`src/rtl/amp_fault_pkg.sv`:
```
package amp_fault_pkg;
    localparam int NCH     = 2;
    localparam int AW      = 8;
    localparam int DW      = 8;
    localparam int CLR_BIT = 7;

    localparam logic [AW-1:0] ADDR_CHAN = 8'h70;
    localparam logic [AW-1:0] ADDR_GLB1 = 8'h71;
    localparam logic [AW-1:0] ADDR_GLB2 = 8'h72;
    localparam logic [AW-1:0] ADDR_CLR  = 8'h78;

    typedef struct packed {
        logic           ot;
        logic           clk_err;
        logic           sup_uv;
        logic           sup_ov;
        logic [NCH-1:0] cbc;
        logic [NCH-1:0] oc;
        logic [NCH-1:0] dc;
    } flt_t;

    localparam int FLT_W = $bits(flt_t);
endpackage

```
`src/rtl/amp_fault_sync.sv`:
```
module amp_fault_sync #(
    parameter int W      = 8,
    parameter int STAGES = 2
) (
    input  logic         clk,
    input  logic         rst_n,
    input  logic [W-1:0] raw_i,
    output logic [W-1:0] sync_o
);
    typedef struct packed {
        logic [STAGES-1:0][W-1:0] pipe;
    } sync_st_t;

    sync_st_t st_d, st_q;

    always_comb begin
        st_d = st_q;
        st_d.pipe[0] = raw_i;
        for (int i = 1; i < STAGES; i++) begin
            st_d.pipe[i] = st_q.pipe[i-1];
        end
    end

    always_ff @(posedge clk or negedge rst_n) begin
        if (!rst_n) st_q <= '0;
        else        st_q <= st_d;
    end

    assign sync_o = st_q.pipe[STAGES-1];

    initial begin
        stages_param_chk: assert (STAGES >= 2);
    end
endmodule

```
`src/rtl/amp_fault_regfile.sv`:
```
module amp_fault_regfile
    import amp_fault_pkg::*;
(
    input  flt_t          stat_i,
    input  logic [AW-1:0] addr_i,
    input  logic [DW-1:0] wdata_i,
    input  logic          we_i,
    output logic [DW-1:0] rdata_o,
    output logic          clr_o
);
    always_comb begin
        rdata_o = '0;
        case (addr_i)
            ADDR_CHAN: begin
                rdata_o[NCH-1:0]     = stat_i.dc;
                rdata_o[2*NCH-1:NCH] = stat_i.oc;
            end
            ADDR_GLB1: begin
                rdata_o[0] = stat_i.sup_ov;
                rdata_o[1] = stat_i.sup_uv;
                rdata_o[2] = stat_i.clk_err;
            end
            ADDR_GLB2: begin
                rdata_o[NCH-1:0] = stat_i.cbc;
                rdata_o[NCH]     = stat_i.ot;
            end
            default: rdata_o = '0;
        endcase
    end

    assign clr_o = we_i && (addr_i == ADDR_CLR) && wdata_i[CLR_BIT];
endmodule

```
`src/rtl/amp_fault_core.sv`:
```
module amp_fault_core
    import amp_fault_pkg::*;
(
    input  logic           clk,
    input  logic           rst_n,
    input  flt_t           live_i,
    input  logic           clr_i,
    output flt_t           stat_o,
    output logic [NCH-1:0] hiz_o,
    output logic           fault_any_o
);
    typedef struct packed {
        flt_t stat;
    } core_st_t;

    core_st_t st_d, st_q;
    logic     auto_off;

    always_comb begin
        st_d = st_q;
        if (clr_i) st_d.stat = live_i;
        else       st_d.stat = flt_t'(st_q.stat | live_i);
    end

    always_ff @(posedge clk or negedge rst_n) begin
        if (!rst_n) st_q <= '0;
        else        st_q <= st_d;
    end

    assign auto_off = live_i.clk_err | live_i.sup_ov | live_i.sup_uv;

    always_comb begin
        for (int c = 0; c < NCH; c++) begin
            hiz_o[c] = st_q.stat.dc[c] | st_q.stat.oc[c] | st_q.stat.cbc[c]
                     | st_q.stat.ot | auto_off;
        end
    end

    assign stat_o      = st_q.stat;
    assign fault_any_o = |st_q.stat;

    logic [FLT_W-1:0] stat_bits, live_bits;
    assign stat_bits = st_q.stat;
    assign live_bits = live_i;


    sync_set_chk: assert property (@(posedge clk) disable iff (!rst_n)
        (|live_bits) |=> ((stat_bits & $past(live_bits)) == $past(live_bits)));


    sticky_hold_chk: assert property (@(posedge clk) disable iff (!rst_n)
        !clr_i |=> ((stat_bits & $past(stat_bits)) == $past(stat_bits)));


    clear_reload_chk: assert property (@(posedge clk) disable iff (!rst_n)
        clr_i |=> (stat_bits == $past(live_bits)));


    thermal_both_chk: assert property (@(posedge clk) disable iff (!rst_n)
        (st_q.stat.ot && !clr_i) |=> (&hiz_o));

    for (genvar c = 0; c < NCH; c++) begin : g_ch_chk

        latched_hold_chk: assert property (@(posedge clk) disable iff (!rst_n)
            ((st_q.stat.dc[c] | st_q.stat.oc[c] | st_q.stat.cbc[c]) && !clr_i)
            |=> hiz_o[c]);
    end
endmodule

```
`src/rtl/amp_fault_supervisor.sv`:
```
module amp_fault_supervisor
    import amp_fault_pkg::*;
#(
    parameter int SYNC_STAGES = 2
) (
    input  logic           clk,
    input  logic           rst_n,
    input  logic [NCH-1:0] dc_fault_i,
    input  logic [NCH-1:0] oc_fault_i,
    input  logic [NCH-1:0] cbc_fault_i,
    input  logic           sup_ov_i,
    input  logic           sup_uv_i,
    input  logic           clk_err_i,
    input  logic           over_temp_i,
    input  logic [AW-1:0]  bus_addr_i,
    input  logic [DW-1:0]  bus_wdata_i,
    input  logic           bus_we_i,
    output logic [DW-1:0]  bus_rdata_o,
    output logic [NCH-1:0] hiz_o,
    output logic           fault_any_o
);
    flt_t raw, live, stat;
    logic [FLT_W-1:0] live_vec;
    logic clr;

    always_comb begin
        raw         = '0;
        raw.dc      = dc_fault_i;
        raw.oc      = oc_fault_i;
        raw.cbc     = cbc_fault_i;
        raw.sup_ov  = sup_ov_i;
        raw.sup_uv  = sup_uv_i;
        raw.clk_err = clk_err_i;
        raw.ot      = over_temp_i;
    end

    amp_fault_sync #(.W(FLT_W), .STAGES(SYNC_STAGES)) u_sync (
        .clk    (clk),
        .rst_n  (rst_n),
        .raw_i  (raw),
        .sync_o (live_vec)
    );
    assign live = live_vec;

    amp_fault_regfile u_regs (
        .stat_i  (stat),
        .addr_i  (bus_addr_i),
        .wdata_i (bus_wdata_i),
        .we_i    (bus_we_i),
        .rdata_o (bus_rdata_o),
        .clr_o   (clr)
    );

    amp_fault_core u_core (
        .clk         (clk),
        .rst_n       (rst_n),
        .live_i      (live),
        .clr_i       (clr),
        .stat_o      (stat),
        .hiz_o       (hiz_o),
        .fault_any_o (fault_any_o)
    );

    logic [FLT_W-1:0] stat_vec;
    assign stat_vec = stat;


    ignored_write_chk: assert property (@(posedge clk) disable iff (!rst_n)
        (bus_we_i && bus_addr_i == ADDR_CLR && !bus_wdata_i[CLR_BIT])
        |=> ((stat_vec & $past(stat_vec)) == $past(stat_vec)));


    auto_release_chk: assert property (@(posedge clk) disable iff (!rst_n)
        (!live.clk_err && !live.sup_ov && !live.sup_uv && stat.ot == 1'b0 &&
         stat.dc == '0 && stat.oc == '0 && stat.cbc == '0) |-> (hiz_o == '0));
endmodule

```
`config.mk`:
```
export PLATFORM = sky130hd
export DESIGN_NAME = amp_fault_supervisor
export DESIGN_NICKNAME = d
export VERILOG_FILES = /design/src/rtl/amp_fault_pkg.sv /design/src/rtl/amp_fault_sync.sv /design/src/rtl/amp_fault_regfile.sv /design/src/rtl/amp_fault_core.sv /design/src/rtl/amp_fault_supervisor.sv
export SDC_FILE = /design/constraint.sdc
export NUM_CORES = 1
export LEC_CHECK = 0
export ABC_AREA = 1
export BUFFER_PORTS_ARGS = -buffer_cell sky130_fd_sc_hd__buf_2
export CAP_MARGIN = 20
export CORE_MARGIN = 5
export CORE_UTILIZATION = 40
export DETAILED_ROUTE_END_ITERATION = 16
export PLACE_DENSITY_LB_ADDON = 0.12
export SETUP_SLACK_MARGIN = 0.02
export SLEW_MARGIN = 20
export SYNTH_ARGS = -nofsm -noshare
export SYNTH_HDL_FRONTEND = slang
export SYNTH_HIERARCHICAL = 1
export SYNTH_SLANG_ARGS = --single-unit
```
`constraint.sdc`:
```
create_clock -name clk -period 1.5 [get_ports clk]
set_clock_uncertainty 0.2 [all_clocks]
set_input_delay 0.3 -clock clk [delete_from_list [all_inputs] [get_ports clk]]
set_output_delay 0.3 -clock clk [all_outputs]
set_load 0.1 [all_outputs]
```
**Yosys cells after proc, flatten, opt, wreduce, memory -nomap -nowiden**

Index checks and enable logic that the tools add are counted.

- Bits in registers: 30
- Input bits: 29
- Output and inout bits: 11

- Equality and inequality tests: 4
- Mux-type cells: 3
- Bitwise logic cells: 11
- Reduce and logical (&&, ||, !) cells: 3

Operators with widths:

| kind | count |
|---|---|
| $eq A8 B7 Y1 const B | 4 |
| $mux W10 | 1 |
| $or A1 B1 Y1 | 10 |
| $or A10 B10 Y10 | 1 |
| $reduce_or A10 Y1 | 1 |
| $pmux W3 S3 | 1 |
| $logic_and A1 B1 Y1 | 2 |
| $mux W1 | 1 |

**Logic depth before layout (Yosys ltp)**

- Depth after elaboration: 4
- Mapped depth: 7

**Hierarchy**

The synthesis kept the hierarchy.

By module, submodules not included:

| module | instances | cells an instance | area an instance (um^2) |
|---|---|---|---|
| amp_fault_sync | 1 | 20 | 500.5 |
| amp_fault_core | 1 | 45 | 436.7 |
| amp_fault_regfile | 1 | 36 | 191.4 |

**Least setup slack after synthesis**

OpenSTA, ideal clock, no wires.

- Path kind: input port to output port
- Start: input bus_addr_i[7]
- End: output bus_rdata_o[0]
- Arrival: 1.428 ns
- Data required time: 1.000 ns
- Slack: -0.428 ns
- Stages on the path: 6
- Path buffers: 1
- Cell sequence: inv_1 > nand2_1 > nor2_2 > buf_6 > nand3_1 > nand3_1

- Word-level cells in the longest chain between the ends: 2
- Elaborated cells on any way between the ends: 4

Ends and longest elaborated chain:

| what | line | text |
|---|---|---|
| start, declared | amp_fault_supervisor.sv:15 | `input logic [AW-1:0] bus_addr_i,` |
| $eq A8 B7 Y1 | amp_fault_regfile.sv:13 | `case (addr_i)` |
| $pmux W3 S3 * | amp_fault_regfile.sv:13 |  |
| end, declared | amp_fault_supervisor.sv:18 | `output logic [DW-1:0] bus_rdata_o,` |

Every way passes the cells marked *; elsewhere a longest branch is shown, timed or not.

**Final worst setup path**

- Start: register u_core.st_q, in the netlist u_core/stat_o[3]
- End: output fault_any_o

- Word-level cells in the longest chain between the ends: 1

Ends and longest elaborated chain:

| what | line | text |
|---|---|---|
| start, declared | amp_fault_core.sv:16 | `core_st_t st_d, st_q;` |
| start signal, assigned | amp_fault_core.sv:27 | `else st_q <= st_d;` |
| $reduce_or A10 Y1 | amp_fault_core.sv:40 | `assign fault_any_o = \|st_q.stat;` |
| end, declared | amp_fault_supervisor.sv:20 | `output logic fault_any_o` |

No other way between the ends.

==> results.toml <==
[outcome]
status = "finished, violations left"
violations_in_the_final_reports = "setup timing"

[route]
top_layer = "met4"
routedWlPerCell_um = 12.2
drtPass1Iterations = 4
avgViaCountPerCell = 4.58
route.antenna.remaining_nets = 0
route.detailed.drc = 0
via_count = 907
routedLengthMet1_um = 793
dr.first_iter.drc_count = 10
routed-wl-met2_um = 1360
routed_wirelength_um = 2410
route.met3.wl_um = 166

[clock_network]
clock_path_buffers = 2
clkTransAtPathRegs_ps = 100
worst_skew_pair.late_latency_ps = 310
cts_inserted_buffers = 5
clock_tree.root_cell = "sky130_fd_sc_hd__clkbuf_4"
tritoncts = "done"
clock_tree.htree_level_count = 2
cts.sinks = 30

[critical_path]
worst-r2r-setup-slack_ps = 420
worstPathMaxFanout = 2
worst_ep_required_ps = 1000
worst-path-stages = 5
worst_r2r_endpoint = "u_core/stat_o[9]$_DFF_PN0_"
worst_setup_path_start_kind = "flop"
timing.rr.start = "u_core/stat_o[9]$_DFF_PN0_"
signal_arrival_time_at_the_worst_endpoint_ps = 1300
worstPathBufferInverterCount = 2
critPathTopFamily = "flip-flops"
cp_cell_sequence = "nor2_2 > inv_1 > nor2_2 > nand2_2 > buf_12"
slowest_delay_ps = 410
ff2ff_path_depth = 4
worst_setup_path_end_kind = "primary output"
crit_path_top_delay_cell = "sky130_fd_sc_hd__dfrtp_1"
critical-path-top-cell-by-count = "sky130_fd_sc_hd__nor2_2"
crit_type = "reg -> out"

[grt]
number_of_global_route_vias_before_repair = 974
grt_use_total_pct = 13.7
antenna_found_initial = 0
grt_first_pass_wirelength_um = 4190
grt_max_degree = 31
global_route_congestion_overflow_total = 0

[sta]
fin_crit_sh_pct = 120
hold_slack_ps = 153
count_of_final_max_slew_check_failures = 0
rsz0062_at_grt = "yes"
setup_ws_ps = -299
fmax_mhz = 556
hold_violations = 0
min_cycle_time_layout_ps = 1800
finalSetupViolations = 7

[floorplanning]
die_width_um = 63.1
boundary_pin_count = 40
dieHeight_um = 63.1
fp.dieArea_mm2 = 0.00398
core_area_mm2 = 0.00273
rows = 19
initial_core_util_pct = 41.3

[synth]
post_synthesis_register_bit_count = 30
postSynthAreaPerCell_um2 = 11.2
synth.yosys.seq_area_share_pct = 66.5
ys_types = 14
netlist.top_cell.by_area = "sky130_fd_sc_hd__dfrtp_1"
mappedNetlistArea_mm2 = 0.00113
ys_top_cells_by_area = "sky130_fd_sc_hd__dfrtp_1, sky130_fd_sc_hd__o21bai_1, sky130_fd_sc_hd__nand3_1"
syn_inst = 101
synthDominantCellAreaShare_pct = 66.5
synthesis.yosys.warnings = 6

[pwr]
share_of_power_burned_in_the_clock_network_pct = 32.3
combinationalPowerShare_pct = 11.9
total_switching_power_w = 0.000382
p_per_area_mw_per_mm2 = 760
cell_internal_pwr_w = 0.00113
power.total_w = 0.00151
total_leakage_power_nw = 0.961
irDropWorstVdd_mv = 0.840
sequentialPowerShare_pct = 55.9
power.share.switching_pct = 25.2

[placed_design]
detailedPlacementHpwl_um = 1560
dpl_cell_area_mm2 = 0.00164
gp_routability_congestion = 0.735
port_buffers = 28

[layout]
final_util_pct = 72.8
antenna-diode-count = 0
share_of_post_route_cells_with_drive_strength_above_1_pct = 55.7
area_growth_syn_to_layout_pct = 76.4
fin_area_mm2 = 0.00199
design.final.nets = 195

[min_path]
hold_depth = 0
worst_hold_path.endpoint = "u_sync/sync_o[7]$_DFF_PN0_"
min-delay-start = "u_sync/st_d[17]$_DFF_PN0_"
tightest_hold_check_type = "reg -> reg"

[flow_run]
max_cap_viol_count = 0
-- power groups by stage --
stage / Clock [W] / Combinational, W / Sequential, W
floorplan: 0 / 0.0000934 / 0.000858
global placement: 0 / 0.000141 / 0.000858
detailed placement: 0 / 0.000144 / 0.000860
CTS: 0.000515 / 0.000176 / 0.000845
global route: 0.000556 / 0.000194 / 0.000848
finish: 0.000488 / 0.000180 / 0.000845
-- cell type report --
type / instances / area (um2)
Inverter: 16 / 77.6
Multi-Input combinational cell: 52 / 478
Timing Repair Buffer: 61 / 582
Fill cell: 190 / 743
Sequential cell: 30 / 751
Clock inverter: 2 / 12.5
Tap cell: 31 / 38.8
Clock buffer: 6 / 51.3
-- cells by family after synthesis --
| kind of cell | synth area share, % |
|---|---|
| AOI/OAI and AO/OA | 6.65 |
| and+or+nand+nor | 16.5 |
| DFF | 66.5 |
| other | 0.332 |
| buffers and inverters | 9.98 |
-- synth_stat cells (all sizes together) --
library cell	n
nand3	13
buf	6
nor2	10
nor3b	1
dfrtp	30
o21bai	10
inv	16
nor3	1
nand2	11
conb	1
and3	1
nand4	1
-- worst max path at each step --
stage	start	endpoint
2_1_floorplan	bus_addr_i[7]	bus_rdata_o[1]
3_3_place_gp	bus_addr_i[7]	bus_rdata_o[1]
3_5_place_dp	bus_addr_i[7]	bus_rdata_o[1]
4_1_cts	u_core/stat_o[1]$_DFF_PN0_	fault_any_o
5_1_grt	u_core/stat_o[3]$_DFF_PN0_	fault_any_o
6_report	u_core/stat_o[3]$_DFF_PN0_	fault_any_o
-- per-stage QoR --
step	TNS (ps)	std cells	setup slack, ps
4_1_cts	-1740	197	-319
2_1_floorplan	-163	104	-78.3
5_1_grt	-2160	198	-409
3_3_place_gp	-1740	176	-246
3_5_place_dp	-1930	176	-257
6_report	-1630	198	-299
-- metal layers --
layer | global-route usage, % | vias up
li1 | - | 440
met1 | 14.1 | 427
met2 | 24.2 | 31
met3 | 4.09 | 9
met4 | 7.96 | 0
met5 | 0 | -
-- state kept, by name, indices dropped and copies added, names as in the netlist --
name           cells
u_core/stat_o     10
u_sync/st_d       10
u_sync/sync_o     10
-- what timing repair did --
action,in CTS,in global routing
hold buffers,11,0
buffers inserted,1,4
gates cloned,1,0
gates resized for setup,23,16
endpoints found under the hold margin,40,0
setup endpoints to repair,7,7
pin swaps,8,10
-- placed cells by master (no fill, tap or decap) --
| cell type | n |
|---|---|
| sky130_fd_sc_hd__buf_2 | 20 |
| sky130_fd_sc_hd__buf_6 | 5 |
| sky130_fd_sc_hd__clkbuf_8 | 1 |
| sky130_fd_sc_hd__dlygate4sd3_1 | 11 |
| sky130_fd_sc_hd__buf_4 | 15 |
| sky130_fd_sc_hd__inv_4 | 2 |
| sky130_fd_sc_hd__inv_2 | 4 |
| sky130_fd_sc_hd__o21bai_1 | 10 |
| sky130_fd_sc_hd__clkinvlp_4 | 1 |
| sky130_fd_sc_hd__inv_1 | 9 |
| sky130_fd_sc_hd__nor3_4 | 1 |
| sky130_fd_sc_hd__nand3_2 | 2 |
| sky130_fd_sc_hd__nand3_1 | 1 |
| sky130_fd_sc_hd__clkbuf_4 | 5 |
| sky130_fd_sc_hd__nand3_4 | 10 |
| sky130_fd_sc_hd__clkinv_8 | 1 |
| sky130_fd_sc_hd__buf_16 | 1 |
| sky130_fd_sc_hd__dfrtp_1 | 30 |
| sky130_fd_sc_hd__nand2_4 | 2 |
| sky130_fd_sc_hd__nand2_2 | 4 |
| sky130_fd_sc_hd__nor3b_2 | 1 |
| sky130_fd_sc_hd__nand4_1 | 1 |
| sky130_fd_sc_hd__nor2_4 | 4 |
| sky130_fd_sc_hd__nor2_2 | 3 |
| sky130_fd_sc_hd__nor2_1 | 3 |
| sky130_fd_sc_hd__conb_1 | 4 |
| sky130_fd_sc_hd__buf_8 | 1 |
| sky130_fd_sc_hd__clkinv_2 | 1 |
| sky130_fd_sc_hd__buf_12 | 8 |
| sky130_fd_sc_hd__and3_4 | 1 |
| sky130_fd_sc_hd__nand2_1 | 5 |
-- worst register-to-register path, cell delays in order (launching register included) --
cell and delay (ps):
sky130_fd_sc_hd__dfrtp_1 410, sky130_fd_sc_hd__inv_2 60, sky130_fd_sc_hd__buf_4 130, sky130_fd_sc_hd__buf_4 120, sky130_fd_sc_hd__o21bai_1 100
No activity file was read; power rests on OpenSTA's default activity.
